**src/rtl/stepgen_pkg.sv**
```systemverilog
package stepgen_pkg;
  localparam int ACC_W = 28;
  localparam int PRE_W = 3;
  localparam int CMD_W = ACC_W + PRE_W + 1;

  typedef struct packed {
    logic             pre_en;
    logic [PRE_W-1:0] pre_val;
    logic [ACC_W-1:0] rate;
  } cmd_t;

  typedef enum logic {
    OUT_STEPDIR = 1'b0,
    OUT_QUAD    = 1'b1
  } out_mode_e;

  function automatic logic [1:0] gray2(input logic [1:0] bin);
    return {bin[1], bin[1] ^ bin[0]};
  endfunction
endpackage

```
**src/rtl/sg_cmd_fifo.sv**
```systemverilog
module sg_cmd_fifo #(
  parameter int DEPTH = 16,
  parameter int WIDTH = 32
) (
  input  logic             clk,
  input  logic             rst,
  input  logic             push,
  input  logic [WIDTH-1:0] din,
  input  logic             pop,
  output logic [WIDTH-1:0] dout,
  output logic             empty,
  output logic             full,
  output logic             half
);
  localparam int AW = (DEPTH > 1) ? $clog2(DEPTH) : 1;
  localparam int CW = AW + 1;

  logic [WIDTH-1:0] mem [DEPTH];
  logic [AW-1:0]    wr_ptr, rd_ptr;
  logic [CW-1:0]    count;
  logic             do_push, do_pop;

  assign full    = (count == CW'(DEPTH));
  assign empty   = (count == '0);
  assign half    = (count >= CW'(DEPTH / 2));
  assign do_push = push && !full;
  assign do_pop  = pop && !empty;
  assign dout    = mem[rd_ptr];

  always_ff @(posedge clk) begin
    if (do_push) mem[wr_ptr] <= din;
  end

  always_ff @(posedge clk) begin
    if (rst) begin
      wr_ptr <= '0;
      rd_ptr <= '0;
      count  <= '0;
    end else begin
      if (do_push) wr_ptr <= (wr_ptr == AW'(DEPTH - 1)) ? '0 : wr_ptr + 1'b1;
      if (do_pop)  rd_ptr <= (rd_ptr == AW'(DEPTH - 1)) ? '0 : rd_ptr + 1'b1;
      case ({do_push, do_pop})
        2'b10:   count <= count + 1'b1;
        2'b01:   count <= count - 1'b1;
        default: count <= count;
      endcase
    end
  end

  // a write arriving while full with no pop leaves the level unchanged
  a_r2_full_drops: assert property (@(posedge clk) disable iff (rst)
    (full && push && !pop) |=> (count == $past(count)));

  // the level never exceeds the capacity
  a_r2_no_overflow: assert property (@(posedge clk) disable iff (rst)
    count <= CW'(DEPTH));
endmodule

```
**src/rtl/sg_phase_core.sv**
```systemverilog
module sg_phase_core import stepgen_pkg::*; #(
  parameter int FRAME_W = 16
) (
  input  logic               clk,
  input  logic               rst,
  input  logic               en,
  input  logic [FRAME_W-1:0] frame_len,
  input  cmd_t               head,
  input  logic               head_valid,
  input  logic               clr_underrun,
  output logic               pop,
  output logic [ACC_W-1:0]   acc,
  output logic               step_evt,
  output logic               rate_neg,
  output logic               underrun
);
  localparam int LOW_W = ACC_W - PRE_W;

  logic [ACC_W-1:0]   rate_r;
  logic [FRAME_W-1:0] cnt;
  logic               starved;
  logic               boundary, take, advance, starve_now;
  logic [ACC_W-1:0]   base, use_rate, sum;

  always_comb begin
    boundary   = (cnt == '0);
    take       = en && boundary && head_valid;
    starve_now = en && boundary && !head_valid;
    advance    = en && (!boundary || take);
    base       = acc;
    if (take && head.pre_en) base = {head.pre_val, acc[LOW_W-1:0]};
    use_rate   = take ? head.rate : rate_r;
    sum        = base + use_rate;
  end

  assign pop      = take;
  assign rate_neg = rate_r[ACC_W-1];

  always_ff @(posedge clk) begin
    if (rst) begin
      acc      <= '0;
      rate_r   <= '0;
      cnt      <= '0;
      starved  <= 1'b0;
      step_evt <= 1'b0;
      underrun <= 1'b0;
    end else begin
      step_evt <= advance && (sum[ACC_W-1] != base[ACC_W-1]);
      if (advance) acc <= sum;
      if (take) begin
        rate_r  <= head.rate;
        cnt     <= frame_len - 1'b1;
        starved <= 1'b0;
      end else if (starve_now) begin
        rate_r  <= '0;
        starved <= 1'b1;
      end else if (en) begin
        cnt <= cnt - 1'b1;
      end
      if (starve_now && !starved) underrun <= 1'b1;
      else if (clr_underrun)      underrun <= 1'b0;
    end
  end

  // no phase movement in the cycle after enable is low
  a_r8_hold_disabled: assert property (@(posedge clk) disable iff (rst)
    !en |=> (acc == $past(acc)));

  // a starved frame boundary leaves the phase untouched
  a_r5_starve_hold: assert property (@(posedge clk) disable iff (rst)
    (en && boundary && !head_valid) |=> (acc == $past(acc)));

  // the flag stays up until cleared
  a_r5_sticky: assert property (@(posedge clk) disable iff (rst)
    (underrun && !clr_underrun) |=> underrun);
endmodule

```
**src/rtl/sg_pin_encoder.sv**
```systemverilog
module sg_pin_encoder import stepgen_pkg::*; (
  input  logic       clk,
  input  logic       rst,
  input  logic       en,
  input  out_mode_e  mode,
  input  logic       step_evt,
  input  logic       fwd,
  input  logic [1:0] gpio,
  output logic [1:0] pins
);
  logic [1:0] q, q_next;

  always_comb begin
    q_next = q;
    if (step_evt) q_next = fwd ? q + 2'd1 : q - 2'd1;
  end

  always_ff @(posedge clk) begin
    if (rst) begin
      q    <= '0;
      pins <= '0;
    end else begin
      q <= q_next;
      if (!en)                   pins <= gpio;
      else if (mode == OUT_QUAD) pins <= gray2(q_next);
      else                       pins <= {fwd, step_evt};
    end
  end

  // inside a quadrature run the pins change by at most one bit per cycle
  a_r7_one_bit: assert property (@(posedge clk) disable iff (rst)
    ($past(en) && $past(en, 2) && ($past(mode) == OUT_QUAD) && ($past(mode, 2) == OUT_QUAD))
      |-> ($countones(pins ^ $past(pins)) <= 1));
endmodule

```
**src/rtl/stepgen_frame.sv**
```systemverilog
module stepgen_frame import stepgen_pkg::*; #(
  parameter int DEPTH   = 16,
  parameter int FRAME_W = 16
) (
  input  logic               clk,
  input  logic               rst,
  input  logic               enable,
  input  logic               quad_mode,
  input  logic [FRAME_W-1:0] frame_len,
  input  logic               cmd_wr,
  input  logic [CMD_W-1:0]   cmd_data,
  input  logic               underrun_clr,
  input  logic [1:0]         gpio_out,
  output logic [1:0]         pins,
  output logic [ACC_W-1:0]   phase,
  output logic               fifo_half,
  output logic               fifo_full,
  output logic               underrun
);
  logic [CMD_W-1:0] head_raw;
  logic             fifo_empty, pop, step_evt, rate_neg;
  out_mode_e        mode;

  assign mode = quad_mode ? OUT_QUAD : OUT_STEPDIR;

  sg_cmd_fifo #(.DEPTH(DEPTH), .WIDTH(CMD_W)) u_fifo (
    .clk(clk), .rst(rst), .push(cmd_wr), .din(cmd_data), .pop(pop),
    .dout(head_raw), .empty(fifo_empty), .full(fifo_full), .half(fifo_half)
  );

  sg_phase_core #(.FRAME_W(FRAME_W)) u_core (
    .clk(clk), .rst(rst), .en(enable), .frame_len(frame_len),
    .head(cmd_t'(head_raw)), .head_valid(!fifo_empty), .clr_underrun(underrun_clr),
    .pop(pop), .acc(phase), .step_evt(step_evt), .rate_neg(rate_neg),
    .underrun(underrun)
  );

  sg_pin_encoder u_enc (
    .clk(clk), .rst(rst), .en(enable), .mode(mode), .step_evt(step_evt),
    .fwd(!rate_neg), .gpio(gpio_out), .pins(pins)
  );
endmodule

```
**config.mk**
```make
export PLATFORM = sky130hd
export DESIGN_NAME = stepgen_frame
export DESIGN_NICKNAME = d
export VERILOG_FILES = /design/src/rtl/stepgen_pkg.sv /design/src/rtl/sg_cmd_fifo.sv /design/src/rtl/sg_phase_core.sv /design/src/rtl/sg_pin_encoder.sv /design/src/rtl/stepgen_frame.sv
export SDC_FILE = /design/constraint.sdc
export NUM_CORES = 1
export LEC_CHECK = 0
export ABC_AREA = 1
export BUFFER_PORTS_ARGS = -buffer_cell sky130_fd_sc_hd__buf_2
export CAP_MARGIN = 5
export CORE_MARGIN = 8
export CORE_UTILIZATION = 50
export DETAILED_ROUTE_END_ITERATION = 7
export GPL_TIMING_DRIVEN = 0
export MAX_ROUTING_LAYER = met4
export PLACE_DENSITY = 0.69
export SYNTH_ARGS = -nofsm -noshare
export SYNTH_HDL_FRONTEND = slang
export SYNTH_SLANG_ARGS = --single-unit
```
**constraint.sdc**
```tcl
create_clock -name clk -period 4.8 [get_ports clk]
set_input_delay 0.48 -clock clk [delete_from_list [all_inputs] [get_ports clk]]
set_output_delay 0.48 -clock clk [all_outputs]
set_load 0.02 [all_outputs]
```
Yosys cells after proc, flatten, opt, wreduce, memory -nomap -nowiden
Memory sizes are Yosys's and may differ from the RTL's. A register that Yosys moved wholly into a read port is not among the register bits.
Cells that the tools add are included.

storage, ports and cells
  bits in registers = 92
  RAM bits = 512
  output and inout bits = 33
  word-level logic and storage cells = 74
  memories = 1

cells by class
  add/sub/neg operators = 9
  $lt $le $gt $ge = 1
  equal/unequal tests = 7
  multiplexer cells = 21
  bitwise operators = 1
  reduce and logical (&&, ||, !) cells = 23

memories
  memory      words  width  read ports  clocked after memory_dff  write ports  line               RTL
  u_fifo.mem  16     32     1           1                         1            sg_cmd_fifo.sv:18  logic [WIDTH-1:0] mem [DEPTH];

operators with widths
  cell                   count
  $mux 28                4
  $mux 16                3
  $sub 16x1->16 const B  2
  $add 28x28->28         1
  $logic_not 16->1       1
  $mux 4                 4
  $pmux 5 s2             1
  $logic_and 1x1->1      9
  $add 4x1->4 const B    2
  $eq 4x4->1 const B     2
  $mux 2                 4
  $reduce_bool 2->1      4
  $add 5x1->5 const B    1
  $eq 5x5->1 const B     1
  $ge 5x4->1 const B     1
  $logic_not 1->1        5
  $logic_not 5->1        1
  $mux 1                 5
  $sub 5x1->5 const B    1
  $add 2x1->2 const B    1
  $eq 2x1->1 const B     1
  $eq 2x2->1 const B     1
  $ne 2x2->1 const B     1
  $reduce_and 2->1       1
  5 further kinds        5

Logic depth before layout (Yosys ltp)
  depth after elaboration = 8
  gate-level depth with buffers = 26

By module
A second synthesis with hierarchy kept.

unflattened totals
  cells, all modules = 2627
  area total of the unflattened synthesis = 27291.2 um^2

by module, submodules not included
  module          times used  cells each  area each (um^2)
  sg_cmd_fifo     1           1759        21882.2
  sg_phase_core   1           834         5183.7
  sg_pin_encoder  1           32          217.7
  stepgen_frame   1           2           7.5

Worst setup path after synthesis
OpenSTA, ideal clock, no wires.

  kind = flip-flop to flip-flop
  from = register with a tool-made name
  to = register u_core.acc[26]
  arrival = 3145 ps
  required time = 4685 ps
  path slack = 1540 ps
  cell stages (with the launch flop) = 23
  period minus slack after synthesis = 3260 ps
  cell sequence = dfxtp_1 -> buf_2 -> inv_1 -> buf_2 -> buf_2 -> buf_1 -> a221oi_1 -> nor2_1 -> nand2_1 -> nand3b_1 -> nand2_1 -> ha_1 -> fa_1 -> nand3_1 -> nand2_1 -> a21oi_1 -> o21ai_0 -> nand3_1 -> o21ai_0 -> nand2_1 -> nand2_1 -> o21ai_0 -> inv_1

RTL lines
  item                  line                 RTL
  to (signal assigned)  sg_phase_core.sv:49  if (advance) acc <= sum;
  to (decl)             sg_phase_core.sv:12  output logic [ACC_W-1:0] acc,

==> impl_metrics.env <==
export IMPL_crit_buf_inv=4
export IMPL_gr_usage_all_layers=0.278
export IMPL_cp_arrival_ps=5050
export IMPL_synth_area_mux_share=0
export IMPL_rsz0062_at_grt="false"
export IMPL_syn_area_mm2=0.0263
export IMPL_via_per_inst=6.17
export IMPL_start_util=0.503
export IMPL_ant_nets=0
export IMPL_fin_crit_ps=4570
export IMPL_drc=0
export IMPL_required_ps=5280
export IMPL_tightest_slew_ps=1000
export IMPL_peakVddDrop_uv=329
export IMPL_grt_pass1_vias=19730
export IMPL_slew_headroom=0.332
export IMPL_drv_slew=0
export IMPL_synth_fa_ha_area_frac=0.0191
export IMPL_wirelength_um=83300
export IMPL_core_area_mm2=0.0522
export IMPL_skew_ps=28.5
export IMPL_numPortBuffers=88
export IMPL_grt_max_degree=26
export IMPL_timing_final_crit_share=0.952
export IMPL_rows=84
export IMPL_avgSynthCellArea_um2=11.1
export IMPL_worstSetupPathType="flop to flop"
export IMPL_io_pins=89
export IMPL_h_tree_depth=3
export IMPL_vias=20267
export IMPL_powerDensity_mw_per_mm2=388
export IMPL_path_cells="buf_2 > clkbuf_1 > clkbuf_1 > o211ai_1 > nand3_1 > nand2_1 > ha_1 > nand3_1 > nand2_1 > a21oi_4 > o21ai_1 > nand3_1 > o21ai_1 > nor2_1 > o21ai_0 > inv_1"
export IMPL_synth_nets=2469
export IMPL_cap_violations=0
export IMPL_first_pass_iters=6
export IMPL_routedWlPerCell_um=25.4
export IMPL_die_h_um=245
export IMPL_r2r_setup_slack_ps=230
export IMPL_worst_path_most_repeated_cell="nand3_1"
export IMPL_die_w_um=245
export IMPL_clk_path_buf_depth=3
export IMPL_leakagePower_nw=11.3
export IMPL_synth_compound_area_frac=0.132
export IMPL_worstSkewPairLatency_ps=610
export IMPL_cts_hold_buf=0
export IMPL_hold_class="primary input to flop"
export IMPL_max_freq_mhz=219
export IMPL_layout_commonest_cell="nand2_1"
export IMPL_final_util=0.578
export IMPL_clock_root_buffer="clkbuf_16"
export IMPL_start_kind="flop"
export IMPL_nets=2640
export IMPL_yosysUniqueCellTypes=53
export IMPL_end_kind="flop"
export IMPL_synth_top_family_by_area="simple AND/OR/NAND/NOR gates"
export IMPL_setup_viol=0
export IMPL_hold_viol=0
export IMPL_dieArea_mm2=0.0601
export IMPL_cts_sinks=608
export IMPL_critPathMaxStageDelay_ps=710
export IMPL_synth_simple_area_share=0.141
export IMPL_syn2layout_area_growth_pct=14.9
export IMPL_slowest_stage="clkbuf_1"
export IMPL_drt_iter0_drc=2733
export IMPL_clk_pin_slew_ps=60
export IMPL_synth_xor_area_frac=0.00733
export IMPL_ys_ff_latch=608
export IMPL_cts_tree="yes"
export IMPL_grt_first_pass_wirelength_um=122000
export IMPL_outcome="complete, no violations"
export IMPL_ys_seq_area_frac=0.658
export IMPL_postCtsSetupBuffers=0
export IMPL_layout_drive_gt1_share=0.122
export IMPL_dp_hpwl_um=56800
export IMPL_worstPathMaxFanout=10
export IMPL_total_power_w=0.0117
export IMPL_synthCells=2374
export IMPL_grt_antenna_before_repair=1
export IMPL_min_from="quad_mode"
export IMPL_grt_overflow_total=0
export IMPL_synth_warnings=0
export IMPL_path_delay_family="buffers and inverters"
export IMPL_setup_tns_final_ps=0
export IMPL_final_cell_mix="nand2_1 (568), edfxtp_1 (512), a21oi_1 (296)"
export IMPL_gp_congestion=0.912
export IMPL_numCtsBuffers=66
cells in the mapped netlist, drive strengths merged:
library cell,count,share of area
nand2,574,0.083
edfxtp,512,0.59
a21oi,298,0.057
nor2,149,0.023
inv,128,0.018
nand3,106,0.021
dfxtp,96,0.073
o21ai,76,0.015
buf,73,0.015
a221oi,62,0.021
clkbuf,62,0.0089
ha,37,0.018
o211ai,36,0.010
a32o,29,0.011
a221o,25,0.0095
nor3,24,0.0050
nand4,14,0.0045
nand3b,13,0.0037
xnor2,11,0.0037
xor2,11,0.0037
o21bai,6,0.0017
a31oi,5,0.0012
o31ai,5,0.0014
a31o,3,0.0010
nor4,3,0.00071
a211oi,2,0.00057
a21o,2,0.00057
fa,2,0.0015
o21a,2,0.00057
or2,2,0.00048
a21boi,1,0.00029
and3,1,0.00024
clkinv,1,0.00014
o2111ai,1,0.00033
o211a,1,0.00038
o221a,1,0.00043
where the power goes:
group / total (W) / internal, W / switching [W]
Sequential: 0.00586 / 0.00581 / 0.0000491
Combinational: 0.000794 / 0.000227 / 0.000567
Clock: 0.00507 / 0.00293 / 0.00213
Total: 0.0117 / 0.00897 / 0.00275
metrics by stage:
stage	std cells	hold slack, ps	setup WS, ps	instance area [µm²]
finish	3286	150	228	30200
global route	3286	146	44.0	30200
CTS	3285	129	66.9	30200
detailed placement	3166	456	-208	28000
global placement	3150	447	-195	27600
floorplan	2374	422	1540	26300
routing by layer:
| layer | vias up | share of wire | global-route usage |
|---|---|---|---|
| li1 | 8906 | - | - |
| met1 | 9796 | 0.37 | 0.347 |
| met2 | 1303 | 0.47 | 0.439 |
| met3 | 262 | 0.11 | 0.0487 |
| met4 | 0 | 0.051 | 0.136 |
| met5 | - | 0 | - |
sequential cells by signal, summed over array words and instances, names as in the netlist, named ones only:
name	cells
u_fifo.count	5
u_core.underrun	1
u_core.rate_r	28
u_core.cnt	16
u_fifo.rd_ptr	4
u_core.step_evt	1
u_fifo.mem	512
u_core.acc	28
u_enc.q	2
u_enc.pins	2
u_fifo.wr_ptr	4
u_core.starved	1
what timing repair did:
action                                  CTS  global route
endpoints found under the setup margin    5             3
gates resized for setup                   3            13
gates cloned                              0             0
pin swaps                                 0             0
cell type report:
class                      instances  area (µm²)
inverter                         129         484
sequential                       608       17300
fill                            4228       22000
clock inverter                    38         348
timing repair buffer             104         776
tap                              688         861
buffer                           134         632
multi-input combinational       1502        8010
antenna                            1        2.50
clock buffer                      82        1780
kinds of logic after synthesis:
group / count (synthesis)
flip-flops: 608
buffers and inverters: 264
adder cells (fa/ha/maj): 39
AND/OR/NAND/NOR: 886
AO/OA/AOI/OAI: 555
XOR/XNOR: 22
final timing paths:
kind,cells past startpoint,endpoint
worst max register to register,16,u_core.acc[26]
worst min-delay path,3,u_enc.pins[0]
worst min register to register,2,u_core.rate_r[23]
worst max-delay path,16,u_core.acc[26]
worst reg2reg max path, delay by kind of cell (launching register included):
family                     cells  cell delay [ps]
AOI/OAI and AO/OA              5             1080
adders and majority gates      1              370
buffers and inverters          4             1710
DFF                            1              310
and+or+nand+nor                6              970
No activity file was read; power rests on OpenSTA's default activity.
